===== config.mk =====
export PLATFORM = sky130hd
export DESIGN_NAME = nco_dither_top
export DESIGN_NICKNAME = d
export VERILOG_FILES = /design/src/rtl/nco_dither_pkg.sv /design/src/rtl/nco_lfsr.sv /design/src/rtl/nco_ctrl.sv /design/src/rtl/nco_datapath.sv /design/src/rtl/nco_dither_top.sv
export SDC_FILE = /design/constraint.sdc
export NUM_CORES = 1
export LEC_CHECK = 0
export BUFFER_PORTS_ARGS = -buffer_cell sky130_fd_sc_hd__buf_2
export CAP_MARGIN = 30
export CORE_ASPECT_RATIO = 0.75
export CORE_MARGIN = 10
export CORE_UTILIZATION = 63
export DETAILED_ROUTE_END_ITERATION = 10
export GPL_TIMING_DRIVEN = 0
export HOLD_SLACK_MARGIN = 0.08
export PLACE_DENSITY = 0.89
export SYNTH_ARGS = -nofsm -noshare
export SYNTH_HDL_FRONTEND = slang
export SYNTH_HIERARCHICAL = 1
export SYNTH_SLANG_ARGS = --single-unit

===== constraint.sdc =====
create_clock -name clk -period 7.65 [get_ports clk]
set_input_delay 0.765 -clock clk [delete_from_list [all_inputs] [get_ports clk]]
set_output_delay 0.765 -clock clk [all_outputs]
set_load 0.01 [all_outputs]

===== src/rtl/nco_dither_pkg.sv =====
package nco_dither_pkg;

  // Strobes passed from control to datapath each clock.
  typedef struct packed {
    logic clearAll;   // synchronous clear of all state
    logic ditherOn;   // add dither offset on this edge
    logic lfsrStep;   // LFSR advances on this edge
  } nco_strobe_t;

  // Galois right-shift feedback masks for maximal-length sequences.
  function automatic logic [15:0] lfsrMask(input int width);
    case (width)
      4:       lfsrMask = 16'h000C;
      5:       lfsrMask = 16'h0014;
      6:       lfsrMask = 16'h0030;
      7:       lfsrMask = 16'h0060;
      8:       lfsrMask = 16'h00B8;
      9:       lfsrMask = 16'h0110;
      10:      lfsrMask = 16'h0240;
      11:      lfsrMask = 16'h0500;
      12:      lfsrMask = 16'h0E08;
      13:      lfsrMask = 16'h1C80;
      14:      lfsrMask = 16'h3802;
      15:      lfsrMask = 16'h6000;
      16:      lfsrMask = 16'hD008;
      default: lfsrMask = 16'h00B8;
    endcase
  endfunction

endpackage


===== src/rtl/nco_lfsr.sv =====
module nco_lfsr
  import nco_dither_pkg::*;
#(
  parameter int DITHER_W  = 8,
  parameter int LFSR_SEED = 1
) (
  input  logic                clk,
  input  logic                loadSeed,
  input  logic                advance,
  output logic [DITHER_W-1:0] state
);

  localparam logic [15:0]         MASK_FULL = lfsrMask(DITHER_W);
  localparam logic [DITHER_W-1:0] MASK      = MASK_FULL[DITHER_W-1:0];
  localparam logic [DITHER_W-1:0] SEED      = LFSR_SEED[DITHER_W-1:0];

  logic [DITHER_W-1:0] stateQ;
  logic [DITHER_W-1:0] stateNext;

  always_comb begin
    stateNext = stateQ >> 1;
    if (stateQ[0]) stateNext = stateNext ^ MASK;
  end

  always_ff @(posedge clk) begin
    if (loadSeed)     stateQ <= SEED;
    else if (advance) stateQ <= stateNext;
  end

  assign state = stateQ;

  AST_LFSR_NONZERO: assert property (@(posedge clk) disable iff (loadSeed)
    $past(loadSeed) || $past(advance) |-> stateQ != '0) else $error("lfsr zero");

  AST_LFSR_MOVES: assert property (@(posedge clk) disable iff (loadSeed)
    (!$past(loadSeed) && $past(advance)) |-> stateQ != $past(stateQ)) else $error("lfsr stuck");

endmodule


===== src/rtl/nco_ctrl.sv =====
module nco_ctrl
  import nco_dither_pkg::*;
#(
  parameter int DITHER_W  = 8,
  parameter int LFSR_SEED = 1
) (
  input  logic                clk,
  input  logic                rst,
  input  logic                ditherEn,
  output nco_strobe_t         strobe,
  output logic [DITHER_W-1:0] ditherVal
);

  logic [DITHER_W-1:0] lfsrState;

  always_comb begin
    strobe.clearAll = rst;
    strobe.ditherOn = ditherEn & ~rst;
    strobe.lfsrStep = ~rst;
  end

  nco_lfsr #(
    .DITHER_W (DITHER_W),
    .LFSR_SEED(LFSR_SEED)
  ) lfsr_i (
    .clk     (clk),
    .loadSeed(strobe.clearAll),
    .advance (strobe.lfsrStep),
    .state   (lfsrState)
  );

  assign ditherVal = strobe.ditherOn ? lfsrState : '0;

  AST_DITHER_GATED: assert property (@(posedge clk) disable iff (rst)
    !ditherEn |-> ditherVal == '0) else $error("dither leaks");

endmodule


===== src/rtl/nco_datapath.sv =====
module nco_datapath
  import nco_dither_pkg::*;
#(
  parameter int PHASE_W  = 16,
  parameter int DITHER_W = 8
) (
  input  logic                clk,
  input  nco_strobe_t         strobe,
  input  logic [PHASE_W-1:0]  freqWord,
  input  logic [DITHER_W-1:0] ditherVal,
  output logic [PHASE_W-1:0]  phaseOut,
  output logic                msbOut,
  output logic                pulseOut
);

  localparam int SUM_W = PHASE_W + 2;
  localparam int PAD_W = SUM_W - DITHER_W;

  logic [PHASE_W-1:0] accQ;
  logic [PHASE_W-1:0] accNext;
  logic [SUM_W-1:0]   outSum;
  logic [PHASE_W-1:0] phaseQ;
  logic               msbQ;
  logic               pulseQ;

  // Accumulator: state never sees the dither offset.
  assign accNext = accQ + freqWord;

  // Output adder: one wide sum so the wrap of step plus dither is one flag.
  assign outSum = {2'b00, accQ} + {2'b00, freqWord} + {{PAD_W{1'b0}}, ditherVal};

  always_ff @(posedge clk) begin
    if (strobe.clearAll) begin
      accQ   <= '0;
      phaseQ <= '0;
      msbQ   <= 1'b0;
      pulseQ <= 1'b0;
    end else begin
      accQ   <= accNext;
      phaseQ <= outSum[PHASE_W-1:0];
      msbQ   <= outSum[PHASE_W-1];
      pulseQ <= |outSum[SUM_W-1:PHASE_W];
    end
  end

  assign phaseOut = phaseQ;
  assign msbOut   = msbQ;
  assign pulseOut = pulseQ;

  // Checker state: was the current / previous output formed without dither.
  logic       plainQ;
  logic       plainPrevQ;
  logic [1:0] liveQ;

  always_ff @(posedge clk) begin
    if (strobe.clearAll) begin
      plainQ     <= 1'b0;
      plainPrevQ <= 1'b0;
      liveQ      <= '0;
    end else begin
      plainQ     <= ~strobe.ditherOn;
      plainPrevQ <= plainQ;
      if (liveQ != 2'd3) liveQ <= liveQ + 2'd1;
    end
  end

  AST_PLAIN_EXACT: assert property (@(posedge clk) disable iff (strobe.clearAll)
    (plainQ && liveQ != 2'd0) |-> phaseOut == accQ) else $error("plain phase != acc");

  AST_PLAIN_STEP: assert property (@(posedge clk) disable iff (strobe.clearAll)
    (plainQ && plainPrevQ && liveQ >= 2'd2) |-> phaseOut == $past(phaseOut) + $past(freqWord))
    else $error("phase step wrong");

  AST_PLAIN_WRAP: assert property (@(posedge clk) disable iff (strobe.clearAll)
    (plainQ && plainPrevQ && liveQ >= 2'd2) |-> pulseOut == (phaseOut < $past(phaseOut)))
    else $error("wrap pulse wrong");

  AST_MSB_OF_PHASE: assert property (@(posedge clk) disable iff (strobe.clearAll)
    (liveQ != 2'd0) |-> msbOut == phaseOut[PHASE_W-1]) else $error("msb mismatch");

endmodule


===== src/rtl/nco_dither_top.sv =====
module nco_dither_top
  import nco_dither_pkg::*;
#(
  parameter int PHASE_W   = 16,
  parameter int DITHER_W  = 8,
  parameter int LFSR_SEED = 1
) (
  input  logic               clk,
  input  logic               rst,
  input  logic [PHASE_W-1:0] freqWord,
  input  logic               ditherEn,
  output logic [PHASE_W-1:0] phaseOut,
  output logic               msbOut,
  output logic               pulseOut
);

  nco_strobe_t         strobe;
  logic [DITHER_W-1:0] ditherVal;

  nco_ctrl #(
    .DITHER_W (DITHER_W),
    .LFSR_SEED(LFSR_SEED)
  ) ctrl_i (
    .clk      (clk),
    .rst      (rst),
    .ditherEn (ditherEn),
    .strobe   (strobe),
    .ditherVal(ditherVal)
  );

  nco_datapath #(
    .PHASE_W (PHASE_W),
    .DITHER_W(DITHER_W)
  ) dp_i (
    .clk      (clk),
    .strobe   (strobe),
    .freqWord (freqWord),
    .ditherVal(ditherVal),
    .phaseOut (phaseOut),
    .msbOut   (msbOut),
    .pulseOut (pulseOut)
  );

  AST_RESET_CLEAR: assert property (@(posedge clk)
    $past(rst) |-> (phaseOut == '0 && !msbOut && !pulseOut)) else $error("reset state");

endmodule


# Word level (Yosys, flattened, before mapping)
# Cells that the tools add are included.
[totals]
out_inout_bits = 18
register_bits = 42
[op_classes]
n_reduce_logical = 2
n_mux = 2
addsub = 3
n_bitwise = 4
[ops]
columns = ["op", "n"]
rows = [
  ["adder 18 x 8 -> 18 bit", 1],
  ["adder 16 x 16 -> 17 bit", 1],
  ["adder 16 bit", 1],
  ["two-way mux 8 bit", 1],
  ["two-way mux 6 bit", 1],
  ["inverter 3 -> 4 bit", 1],
  ["OR reduction 2 bit", 2],
  ["inverter 1 bit", 2],
  ["bitwise AND 1 bit", 1],
]

# Depth between registers and ports, before layout
# Gate-level depths: netlist (run 1).
[depth]
depth_word = 5
ltp_mapped = 14

# By module
# Netlist (run 1), hierarchy kept.
[by_module_without_submodules]
columns = ["mod", "n_inst", "area_per_inst_um2", "seq_area_each_um2", "cells_each"]
rows = [
  ["nco_datapath", 1, 2551.2, 660.6, 277],
  ["nco_lfsr", 1, 336.6, 160.2, 34],
  ["nco_ctrl", 1, 87.6, 0.0, 11],
]

# Least setup slack after synthesis (run 1)
# OpenSTA, ideal clock, no wires.
[synth_path]
path_type = "in2reg"
from = "input ditherEn"
to = "register dp_i.phaseQ[13] (netlist: dp_i/phaseOut[13])"
arrival_ns = 3.077
cell_stages = 11
setup_ns = 0.121
path_slack_ns = 4.452
n_path_buf = 0
path_cell_list = "and3b_1 > fa_1 > ha_1 > inv_1 > fa_1 > nor2b_1 > o31ai_1 > a211oi_1 > nand2b_1 > a31oi_1 > mux2_2"
[synth_between]
elab_chain_cells = 3
[synth_rtl]
columns = ["item", "line", "rtl"]
rows = [
  ["from (decl)", "nco_dither_top.sv:11", "input logic ditherEn,"],
  ["bitwise AND 1 bit", "nco_ctrl.sv:18", "strobe.ditherOn = ditherEn & ~rst;"],
  ["two-way mux 8 bit", "nco_ctrl.sv:32", "assign ditherVal = strobe.ditherOn ? lfsrState : '0;"],
  ["adder 18 x 8 -> 18 bit", "nco_datapath.sv:30", "assign outSum = {2'b00, accQ} + {2'b00, freqWord} + {{PAD_W{1'b0}}, ditherVal};"],
  ["to (signal assigned)", "nco_datapath.sv:40", "phaseQ <= outSum[PHASE_W-1:0];"],
  ["to (decl)", "nco_datapath.sv:22", "logic [PHASE_W-1:0] phaseQ;"],
]
# No other way between the ends.
# A chain may end at the register's enable or synchronous reset.

# Worst setup path in the final report (run 1)
[layout_path]
from = "input rst"
to = "register dp_i.phaseQ[13] (netlist: dp_i/phaseOut[13])"
[layout_between]
elab_chain_cells = 4
[layout_rtl]
columns = ["item", "line", "rtl"]
rows = [
  ["from (decl)", "nco_dither_top.sv:9", "input logic rst,"],
  ["inverter 1 bit", "--", ""],
  ["bitwise AND 1 bit", "nco_ctrl.sv:18", ""],
  ["two-way mux 8 bit", "nco_ctrl.sv:32", ""],
  ["named net ditherVal[1]", "nco_dither_top.sv:18", "logic [DITHER_W-1:0] ditherVal;"],
  ["adder 18 x 8 -> 18 bit", "nco_datapath.sv:30", ""],
]
# The timed path passes the listed nets, and every way through them passes these cells.

==> out/qor.txt, run 1 <==
======================================================================================
Status                                                                    finished, final reports clean
Crit Path Category                                                        input pin to flip-flop
Buffer levels on the longest clock path                                              2
Post-route antenna net violation count                                               0
Post-route DRC violation count                                                       0
Total power density per cell area                                          363 nW/um^2
Final setup violation count                                                          0
Resized Gates After CTS                                                              0
First-pass GRT wire length                                                    10700 um
Worst vdd ir                                                                    248 uV
Final net count                                                                    430
CTS HTree Levels                                                                     2
Largest net degree at the start of global routing                                   13
Post-Synthesis Cells                                                               321
FF-to-FF path depth                                                                 14
Launching element type of the critical path                                  input pin
Data arrival at the endpoint of the critical path                              3640 ps
Final max-slew violation count                                                       0
Total GRT Usage                                                                  0.164
Post-detail-place hpwl                                                         5240 um
Clock tree sinks                                                                    41
Cells on Worst Hold Path                                                             1
Clock insertion delay at the later pin of the skew report                       300 ps
Final GP Congestion                                                              0.898
Number of antenna cells inserted                                                     0
Worst Setup SP                                                                     rst
Highest net fanout along the worst path                                             11
Std-Cell Core Area                                                           4520 um^2
TritonCTS clock tree                                                              done
Post-Synthesis Mean Instance Area                                            9.25 um^2
Total clock buffers created by CTS                                                   5
Warning count from the yosys run                                                     6
Hold WC Path Type                                                         flip-flop to flip-flop
Worst slew margin relative to its limit                                          0.601
Final routed wire length divided by cell count                                 15.5 um
Chip Height                                                                    79.5 um
Die extent in x                                                                99.3 um
Hold buffer count at CTS                                                             0
Max cap viols                                                                        0
Number of global-route vias before repair                                         2289
Final routed wirelength across all metal layers                                6530 um
Setup repair bufs after CTS                                                          0
Critical hold path startpoint                                             ctrl_i/lfsr_i/state[1]
Die Area                                                                     7890 um^2
Clock slew at the register clock pins of the worst setup and hold paths          80 ps
Transition time at the pin with the least slew margin                           598 ps
Number of buffers added on ports                                                    36
Setup TNS Final                                                                   0 ps
Start of the worst register-to-register path                              ctrl_i/lfsr_i/state[0]
First-pass DRT Iterations                                                            5
Final Hold Viols                                                                     0
Detailed Route Iter0 Violations                                                    127
Ports                                                                               37
Dpl ws                                                                         3900 ps
Period Utilization, post-route                                                   0.452
Drt via density                                                                   5.71
Final setup skew                                                               9.04 ps
Clock Root Buffer                                                         sky130_fd_sc_hd__clkbuf_8
PnR worst setup slack                                                          4190 ps
Fin crit period                                                                3460 ps
Finished layout cell area                                                    3320 um^2
Endpoint class of the critical path                                          flip-flop
Starting density of the core                                                     0.657
Nets in the synthesized netlist                                                    387
Dpl cell area                                                                3220 um^2
Routed via count                                                                  2405
Netlist area before placement                                                2970 um^2
Pleak                                                                          1.62 nW
Number of antenna violations at the first check in global routing                    0
Placement Rows                                                                      21
Unrepaired setup endpoints after global routing                                     no
FMAX                                                                           289 MHz
Share of cells above drive strength 1                                            0.168
Endpoint required time on the critical path                                    7830 ps
Global route total overflow                                                          0
Synth-to-layout area growth                                                      12.0%
======================================================================================
-- cell type report --
type / count / area, um^2
Multi-Input combinational cell: 251 / 2010
Fill cell: 339 / 1190
Sequential cell: 41 / 821
Timing Repair Buffer: 36 / 180
Buffer: 13 / 76.3
Tap cell: 57 / 71.3
Clock buffer: 5 / 68.8
Inverter: 16 / 60.1
Clock inverter: 2 / 35.0
-- power by group --
part | internal (W) | total, W | switching (W)
combinational | 0.000325 | 0.000720 | 0.000395
clock | 0.0000948 | 0.000168 | 0.0000733
sequential | 0.000284 | 0.000319 | 0.0000344
-- sequential cells by signal, summed over array words and instances (netlist names) --
| register | cells |
|---|---|
| dp_i/accQ | 16 |
| dp_i/phaseOut | 16 |
| ctrl_i/lfsr_i/state | 8 |
| dp_i/pulseOut | 1 |
-- layout by cell type, fill, tap and decap left out, types with 5 or more instances in the layout --
master and n:
sky130_fd_sc_hd__a21oi_1 19, sky130_fd_sc_hd__buf_2 37, sky130_fd_sc_hd__a21o_1 8, sky130_fd_sc_hd__nor2_1 35, sky130_fd_sc_hd__nand3_1 6, sky130_fd_sc_hd__and3b_1 8
sky130_fd_sc_hd__xnor2_1 11, sky130_fd_sc_hd__mux2i_1 5, sky130_fd_sc_hd__dfxtp_1 41, sky130_fd_sc_hd__nand2_1 14, sky130_fd_sc_hd__fa_1 16, sky130_fd_sc_hd__nand2b_1 6
sky130_fd_sc_hd__xor2_1 7, sky130_fd_sc_hd__inv_1 16, sky130_fd_sc_hd__ha_1 31, sky130_fd_sc_hd__nor3_1 5, sky130_fd_sc_hd__clkbuf_8 5, sky130_fd_sc_hd__o21ai_0 11
sky130_fd_sc_hd__nor2b_1 16, sky130_fd_sc_hd__a211oi_1 7, sky130_fd_sc_hd__buf_4 7
-- through the flow --
step | std cells | power (W) | hold WS (ps) | utilization
2_1_floorplan | 321 | 0.000855 | 462 | -
3_3_place_gp | 414 | 0.000997 | 484 | 0.713
3_5_place_dp | 414 | 0.00103 | 484 | 0.713
4_1_cts | 421 | 0.00120 | 503 | 0.736
5_1_grt | 421 | 0.00130 | 528 | 0.736
6_report | 421 | 0.00121 | 505 | 0.736
-- metal layers --
| layer | wire length [um] | vias to the layer above | global-route usage | share of wire |
|---|---|---|---|---|
| met5 | 0 | - | 0 | 0 |
| met1 | 3080 | 1108 | 0.213 | 0.47 |
| met4 | 56 | 0 | 0.0486 | 0.0086 |
| li1 | - | 1207 | - | - |
| met2 | 2930 | 85 | 0.261 | 0.45 |
| met3 | 472 | 5 | 0.0424 | 0.072 |
-- critical path, stage by stage --
cell and delay, ps:
sky130_fd_sc_hd__buf_2 170, sky130_fd_sc_hd__and3b_1 240, sky130_fd_sc_hd__fa_1 540, sky130_fd_sc_hd__ha_1 200
sky130_fd_sc_hd__inv_1 70, sky130_fd_sc_hd__fa_1 380, sky130_fd_sc_hd__nor2b_1 220, sky130_fd_sc_hd__o31ai_1 120
sky130_fd_sc_hd__a211oi_1 320, sky130_fd_sc_hd__nand2b_1 220, sky130_fd_sc_hd__a31oi_1 110, sky130_fd_sc_hd__mux2_2 290
-- worst paths after layout --
check | end | slack, ps
min | ctrl_i/lfsr_i/state[0] | 510
max reg2reg | dp_i/phaseOut[13] | 4350
max | dp_i/phaseOut[13] | 4190
min reg2reg | ctrl_i/lfsr_i/state[0] | 510
No activity file was read; power rests on OpenSTA's default activity.
==> run 2: changes to the inputs <==
--- a/config.mk
+++ b/config.mk
@@ -9,11 +9,11 @@
 export CAP_MARGIN = 30
 export CORE_ASPECT_RATIO = 0.75
 export CORE_MARGIN = 10
-export CORE_UTILIZATION = 63
+export CORE_UTILIZATION = 53
 export DETAILED_ROUTE_END_ITERATION = 10
 export GPL_TIMING_DRIVEN = 0
 export HOLD_SLACK_MARGIN = 0.08
-export PLACE_DENSITY = 0.89
+export PLACE_DENSITY = 0.8
 export SYNTH_ARGS = -nofsm -noshare
 export SYNTH_HDL_FRONTEND = slang
 export SYNTH_HIERARCHICAL = 1
==> constraint.sdc (replaced) <==
create_clock -name clk -period 2.8 [get_ports clk]
set_input_delay 0.28 -clock clk [delete_from_list [all_inputs] [get_ports clk]]
set_output_delay 0.28 -clock clk [all_outputs]
set_load 0.01 [all_outputs]
==> run 2 against run 1 <==
Compared with the run above: worst hold slack got worse by 130 ps; non-clock buffer count increased by 3; via count about the same; clock skew decreased by 4.1 ps; sequential power increased to 2.7 times the previous value; clock power increased by 130%; critical path depth decreased by 1.
==> out/qor.txt, run 2 (synthesized netlist as in run 1, its figures left out) <==
======================================================================================
Hold WC Path Type                                                         input pin to flip-flop   was flip-flop to flip-flop
Sequential share of power                                                        0.258   was 0.264
Endpoint required time on the critical path                                    2980 ps   was 7830 ps
Ports                                                                               37   unchanged
Die Area                                                                     9030 um^2   was 7890 um^2
Number of global-route vias before repair                                         2339   was 2289
Data arrival at the endpoint of the critical path                              2950 ps   was 3640 ps
Std-Cell Core Area                                                           5380 um^2   was 4520 um^2
Buffer levels on the longest clock path                                              2   unchanged
Number of antenna cells inserted                                                     0   unchanged
Max incr delay on CP                                                            550 ps   was 540 ps
Endpoint class of the critical path                                          flip-flop   unchanged
Worst hold slack after final layout                                             375 ps   was 505 ps
P_int                                                                        0.00194 W   was 0.000704 W
GR Util met2                                                                     0.234   was 0.261
Placement Rows                                                                      23   was 21
Share of cells above drive strength 1                                            0.234   was 0.168
Final routed wire length divided by cell count                                 15.6 um   was 15.5 um
Final Hold Viols                                                                     0   unchanged
Comb pwr share                                                                   0.626   was 0.597
Clock tree sinks                                                                    41   unchanged
Post-detail-place hpwl                                                         5170 um   was 5240 um
Switching power share of the total                                               0.424   was 0.417
Worst vdd ir                                                                    379 uV   was 248 uV
Detailed Route Iter0 Violations                                                     93   was 127
Finished layout cell area                                                    3470 um^2   was 3320 um^2
Crit Path Category                                                        flip-flop to flip-flop   was input pin to flip-flop
Setup TNS Final                                                                   0 ps   unchanged
Total power density per cell area                                          973 nW/um^2   was 363 nW/um^2
Clock Root Buffer                                                         sky130_fd_sc_hd__clkbuf_8   unchanged
TritonCTS clock tree                                                              done   unchanged
Post-route antenna net violation count                                               0   unchanged
Total GRT Usage                                                                  0.149   was 0.164
Final non-filler cell total                                                        442   was 421
Final GP Congestion                                                              0.863   was 0.898
Global route total overflow                                                          0   unchanged
Dpl ws                                                                         -305 ps   was 3900 ps
Final routed wirelength across all metal layers                                6890 um   was 6530 um
Synth-to-layout area growth                                                      16.9%   was 12.0%
CTS HTree Levels                                                                     2   unchanged
Unrepaired setup endpoints after global routing                                    yes   was no
Post-route DRC violation count                                                       0   unchanged
Worst slew margin relative to its limit                                          0.594   was 0.601
Routing layer with the top usage in global route                                  met2   unchanged
Inst Count DP                                                                      432   was 414
Max cap viols                                                                        0   unchanged
First-pass GRT wire length                                                    11100 um   was 10700 um
Highest net fanout along the worst path                                              2   was 11
Most frequent cells in the layout                                         sky130_fd_sc_hd__dfxtp_1 (38), sky130_fd_sc_hd__buf_2 (37), sky130_fd_sc_hd__nor2_1 (35)   was sky130_fd_sc_hd__dfxtp_1 (41), sky130_fd_sc_hd__buf_2 (37), sky130_fd_sc_hd__nor2_1 (35)
Filler cell count                                                                  422   was 339
Status                                                                    finished, final reports clean   unchanged
Most common cell after layout, fill and taps aside                        sky130_fd_sc_hd__dfxtp_1   unchanged
Largest net degree at the start of global routing                                   12   was 13
Starting density of the core                                                     0.552   was 0.657
Clock slew at the register clock pins of the worst setup and hold paths          70 ps   was 80 ps
Number of buffers added on ports                                                    36   unchanged
Final setup skew                                                               4.92 ps   was 9.04 ps
Final net count                                                                    433   was 430
Pleak                                                                          1.63 nW   was 1.62 nW
Dpl cell area                                                                3250 um^2   was 3220 um^2
Slowest cell on the critical path                                         sky130_fd_sc_hd__fa_1   unchanged
Die extent in x                                                                 106 um   was 99.3 um
Total clock buffers created by CTS                                                   5   unchanged
Chip Height                                                                    84.8 um   was 79.5 um
Clock insertion delay at the later pin of the skew report                       290 ps   was 300 ps
Final setup violation count                                                          0   unchanged
Met3 global-route usage                                                         0.0468   was 0.0424
PnR worst setup slack                                                          31.4 ps   was 4190 ps
Transition time at the pin with the least slew margin                           610 ps   was 598 ps
Number of antenna violations at the first check in global routing                    0   unchanged
Drt via density                                                                   5.45   was 5.71
Met1 GRT Util                                                                    0.192   was 0.213
Sequence of cells on the critical path                                    and3b_2 > fa_1 > ha_4 > inv_2 > fa_2 > nor2b_4 > o31ai_4 > a211oi_2 > nand2b_4 > a31oi_1 > mux2_2   was buf_2 > and3b_1 > fa_1 > ha_1 > inv_1 > fa_1 > nor2b_1 > o31ai_1 > a211oi_1 > nand2b_1 > a31oi_1 > mux2_2
FMAX                                                                           361 MHz
Period Utilization, post-route                                                   0.989
Clock share of power                                                             0.116   was 0.139
Routed via count                                                                  2407   was 2405
Switching Power                                                              0.00143 W   was 0.000503 W
Final max-slew violation count                                                       0   unchanged
First-pass DRT Iterations                                                            4   was 5
Fin crit period                                                                2770 ps
Launching element type of the critical path                                  flip-flop   was input pin
======================================================================================
-- run 2: changes by cell type in the layout (fill, tap and decap cells not counted), sizes merged --
| cell | previous run | this run |
|---|---|---|
| buf | 45 | 48 |
| bufinv | 1 | 0 |
| clkinv | 1 | 0 |
| clkbuf | 9 | 11 |
-- run 2: per-stage QoR --
| stage | power [W] | util |
|---|---|---|
| after floorplan | 0.00234 | - |
| after global placement | 0.00272 | 0.604 |
| after detailed placement | 0.00280 | 0.604 |
| after CTS | 0.00327 | 0.636 |
| after global routing | 0.00366 | 0.645 |
| final | 0.00338 | 0.645 |
-- run 2: final timing paths --
path,start,cells after the start,slack (ps),endpoint
hold reg to reg,ctrl_i/lfsr_i/state[5],2,520,ctrl_i/lfsr_i/state[5]
setup reg to reg,ctrl_i/lfsr_i/state[1],11,30,dp_i/phaseOut[13]
hold / removal,freqWord[0],3,370,dp_i/accQ[0]
setup / recovery,ctrl_i/lfsr_i/state[1],11,30,dp_i/phaseOut[13]
-- run 2: layout make-up --
cell class                      count  area (um^2)  area share
Multi-Input combinational cell    251         2120       0.612
Sequential cell                    41          827       0.238
Timing Repair Buffer               42          225      0.0649
Tap cell                           75         93.8      0.0270
Clock buffer                        7         86.3      0.0249
Inverter                           16         60.1      0.0173
Buffer                             10         53.8      0.0155
-- run 2: metal layers --
metal  vias up  share of wire
met5         -              0
met4         0          0.015
met3        10          0.078
met2        65           0.45
met1      1121           0.45
li1       1211              -
-- run 2: worst max-delay path: cells and delay by family (launching register included) --
| family | cells | cell delay [ps] |
|---|---|---|
| adder cells (fa/ha/maj) | 3 | 1050 |
| AND/OR/NAND/NOR | 3 | 540 |
| AO/OA/AOI/OAI | 3 | 420 |
| flip-flops | 1 | 330 |
| multiplexers | 1 | 280 |
| buffers and inverters | 1 | 40 |
-- run 2: repair_timing --
item / in CTS / in global routing
endpoints found under the setup margin: 6 / 7
hold endpoints to repair: 0 / 0
pin swaps: 6 / 11
setup buffers: 5 / 1
resized for setup: 15 / 13
hold buffers: 0 / 0
-- run 2: power groups by stage --
stage,sequential [W],clock [W],combinational [W]
after floorplan,0.000917,0,0.00142
after global placement,0.000876,0,0.00185
after detailed placement,0.000886,0,0.00191
after CTS,0.000870,0.000400,0.00200
after global routing,0.000892,0.000428,0.00234
final,0.000871,0.000391,0.00211
==> run 3: changes to the inputs <==
--- a/config.mk
+++ b/config.mk
@@ -13,7 +13,7 @@
 export DETAILED_ROUTE_END_ITERATION = 10
 export GPL_TIMING_DRIVEN = 0
 export HOLD_SLACK_MARGIN = 0.08
-export PLACE_DENSITY = 0.8
+export PLACE_DENSITY = 0.87
 export SYNTH_ARGS = -nofsm -noshare
 export SYNTH_HDL_FRONTEND = slang
 export SYNTH_HIERARCHICAL = 1
==> run 3 against run 2 <==
Compared with the run above: the flow now finishes with violations (setup timing); final cell count grew 0.90%; routed wire length grew 1.9%; sequential power shrank 0.7%; critical path depth is the same; die area is the same; flip-flop and latch count is the same; core utilization grew 0.46 points; critical path type unchanged; critical endpoint unchanged; largest power group unchanged.
==> out/qor.txt, run 3 (synthesized netlist as in run 1, its figures left out) <==
======================================================================================
FMAX                                                                           357 MHz   was 361 MHz
Endpoint, Worst Hold                                                      dp_i/accQ[0]   unchanged
Detailed-routed wire length on met2                                            3140 um   was 3130 um
Routed via count                                                                  2538   was 2407
Total clock buffers created by CTS                                                   5   unchanged
Endpoint required time on the critical path                                    2990 ps   was 2980 ps
Data arrival at the endpoint of the critical path                              2990 ps   was 2950 ps
Clock insertion delay at the later pin of the skew report                       290 ps   about the same
Highest net fanout along the worst path                                              2   unchanged
Die extent in x                                                                 106 um   unchanged
Final Hold Viols                                                                     0   unchanged
First-pass GRT wire length                                                    11200 um   was 11100 um
Cells on Worst Hold Path                                                             3   unchanged
Synth-to-layout area growth                                                      17.7%   was 16.9%
Top Metal Used                                                                    met4   unchanged
Hold WC Path Type                                                         input pin to flip-flop   unchanged
Failing checks                                                            setup timing
Buffer levels on the longest clock path                                              2   unchanged
Launching element type of the critical path                                  flip-flop   unchanged
Period Utilization, post-route                                                    1.00   was 0.989
Post-route antenna net violation count                                               0   unchanged
Total power density per cell area                                          966 nW/um^2   was 973 nW/um^2
Dpl cell area                                                                3250 um^2   unchanged
Final routed wire length divided by cell count                                 15.7 um   was 15.6 um
Ports                                                                               37   unchanged
Final GP Congestion                                                              0.914   was 0.863
Final max-slew violation count                                                       0   unchanged
Number of antenna cells inserted                                                     0   unchanged
Number of antenna violations at the first check in global routing                    0   unchanged
Final setup skew                                                               5.89 ps   was 4.92 ps
Detailed Route Iter0 Violations                                                    129   was 93
Hold buffer count at CTS                                                             0   unchanged
Worst vdd ir                                                                    320 uV   was 379 uV
Die Area                                                                     9030 um^2   unchanged
Finished layout cell area                                                    3500 um^2   was 3470 um^2
Routed met1 length                                                             3150 um   was 3120 um
Start of the worst register-to-register path                              ctrl_i/lfsr_i/state[1]   unchanged
Worst slew margin relative to its limit                                          0.593   was 0.594
Drt via density                                                                   5.69   was 5.45
Clock slew at the register clock pins of the worst setup and hold paths          80 ps   was 70 ps
Final routed wirelength across all metal layers                                7020 um   was 6890 um
Clock Root Buffer                                                         sky130_fd_sc_hd__clkbuf_8   unchanged
Post-detail-place hpwl                                                         5280 um   was 5170 um
Routed wl met3                                                                  554 um   was 537 um
Transition time at the pin with the least slew margin                           610 ps   about the same
TritonCTS clock tree                                                              done   unchanged
Largest net degree at the start of global routing                                   13   was 12
Status                                                                    complete, but fails checks   was finished, final reports clean
Global route total overflow                                                          0   unchanged
Clock tree sinks                                                                    41   unchanged
RR Endpoint                                                               dp_i/phaseOut[13]   unchanged
Total Power Consumption                                                      0.00338 W   about the same
Critical hold path startpoint                                              freqWord[0]   unchanged
Std-Cell Core Area                                                           5380 um^2   unchanged
Dpl ws                                                                         -307 ps   was -305 ps
Chip Height                                                                    84.8 um   unchanged
Endpoint class of the critical path                                          flip-flop   unchanged
Most frequent cells in the layout                                         sky130_fd_sc_hd__buf_2 (37), sky130_fd_sc_hd__dfxtp_1 (37), sky130_fd_sc_hd__nor2_1 (35)   was sky130_fd_sc_hd__dfxtp_1 (38), sky130_fd_sc_hd__buf_2 (37), sky130_fd_sc_hd__nor2_1 (35)
Number of buffers added on ports                                                    36   unchanged
Crit Path Category                                                        flip-flop to flip-flop   unchanged
Max cap viols                                                                        0   unchanged
First-pass DRT Iterations                                                            4   unchanged
Fin crit period                                                                2800 ps   was 2770 ps
Placement Rows                                                                      23   unchanged
FF-to-FF path depth                                                                 11   unchanged
Post-route DRC violation count                                                       0   unchanged
Starting density of the core                                                     0.552   unchanged
Total GRT Usage                                                                  0.149   about the same
Flop-to-flop setup slack                                                         -1 ps   was 30 ps
PnR worst setup slack                                                         -1.44 ps   was 31.4 ps
Share of cells above drive strength 1                                            0.243   was 0.234
Unrepaired setup endpoints after global routing                                    yes   unchanged
Final net count                                                                    436   was 433
CTS HTree Levels                                                                     2   unchanged
Number of global-route vias before repair                                         2451   was 2339
Pleak                                                                          1.65 nW   was 1.63 nW
Final setup violation count                                                          1   was 0
======================================================================================
-- run 3: cell types whose count changed in the layout (fill, tap and decap cells not counted), sizes merged --
cell,before,now
buf,48,51
clkbuf,11,10
clkinv,0,2
-- run 3: final cells by class --
cell class	instances	area [um^2]
inverters	16	60.1
well taps	75	93.8
flip-flops and latches	41	828
clock buffers	6	72.6
plain buffers	11	61.3
fillers	423	1890
repair buffers	44	240
clock inverters	2	10.0
multi-input cells	251	2130
-- run 3: power breakdown --
| part | leakage (nW) | internal [W] | total, W | switching, W |
|---|---|---|---|---|
| Combinational | 1.27 | 0.000979 | 0.00213 | 0.00115 |
| Clock | 0.0450 | 0.000173 | 0.000377 | 0.000204 |
| Sequential | 0.343 | 0.000777 | 0.000865 | 0.0000880 |
| Total | 1.65 | 0.00193 | 0.00338 | 0.00145 |
-- run 3: worst max-delay path by stage --
stage	startpoint	to	slack, ps	cells past startpoint
6_report	ctrl_i/lfsr_i/state[1]	dp_i/phaseOut[13]	-1	11
5_1_grt	ctrl_i/lfsr_i/state[1]	dp_i/phaseOut[13]	-100	11
4_1_cts	ctrl_i/lfsr_i/state[1]	dp_i/phaseOut[13]	-20	11
3_5_place_dp	rst	dp_i/phaseOut[13]	-310	12
3_3_place_gp	rst	dp_i/phaseOut[13]	-290	12
2_1_floorplan	ctrl_i/lfsr_i/state[1]	dp_i/phaseOut[13]	30	12
-- run 3: metrics by stage --
stage	hold WS, ps	std cells	setup TNS, ps	utilization
5_1_grt	373	446	-343	0.650
3_5_place_dp	504	432	-1330	0.604
2_1_floorplan	462	321	0	-
6_report	342	446	-1.44	0.650
4_1_cts	335	444	-26.6	0.635
3_3_place_gp	494	432	-1190	0.604
-- run 3: per-layer routing --
| layer | vias up | track usage |
|---|---|---|
| met5 | - | 0 |
| met4 | 0 | 0.0613 |
| met3 | 17 | 0.0370 |
| met2 | 106 | 0.237 |
| met1 | 1191 | 0.190 |
| li1 | 1224 | - |
-- run 3: critical path, stage by stage (launching register included) --
cell and delay [ps]:
sky130_fd_sc_hd__dfxtp_2 330, sky130_fd_sc_hd__and3b_2 210, sky130_fd_sc_hd__fa_1 550, sky130_fd_sc_hd__ha_4 140, sky130_fd_sc_hd__inv_2 30, sky130_fd_sc_hd__fa_2 360
sky130_fd_sc_hd__nor2b_4 160, sky130_fd_sc_hd__o31ai_4 90, sky130_fd_sc_hd__a211oi_2 270, sky130_fd_sc_hd__nand2b_4 180, sky130_fd_sc_hd__a31oi_1 80, sky130_fd_sc_hd__mux2_2 270
-- run 3: timing repair --
| item | CTS | global route |
|---|---|---|
| pin swaps | 6 | 10 |
| cloned | 0 | 0 |
| buffers inserted | 5 | 3 |
| resized for setup | 15 | 13 |
| setup endpoints to repair | 6 | 6 |
| hold endpoints to repair | 0 | 0 |
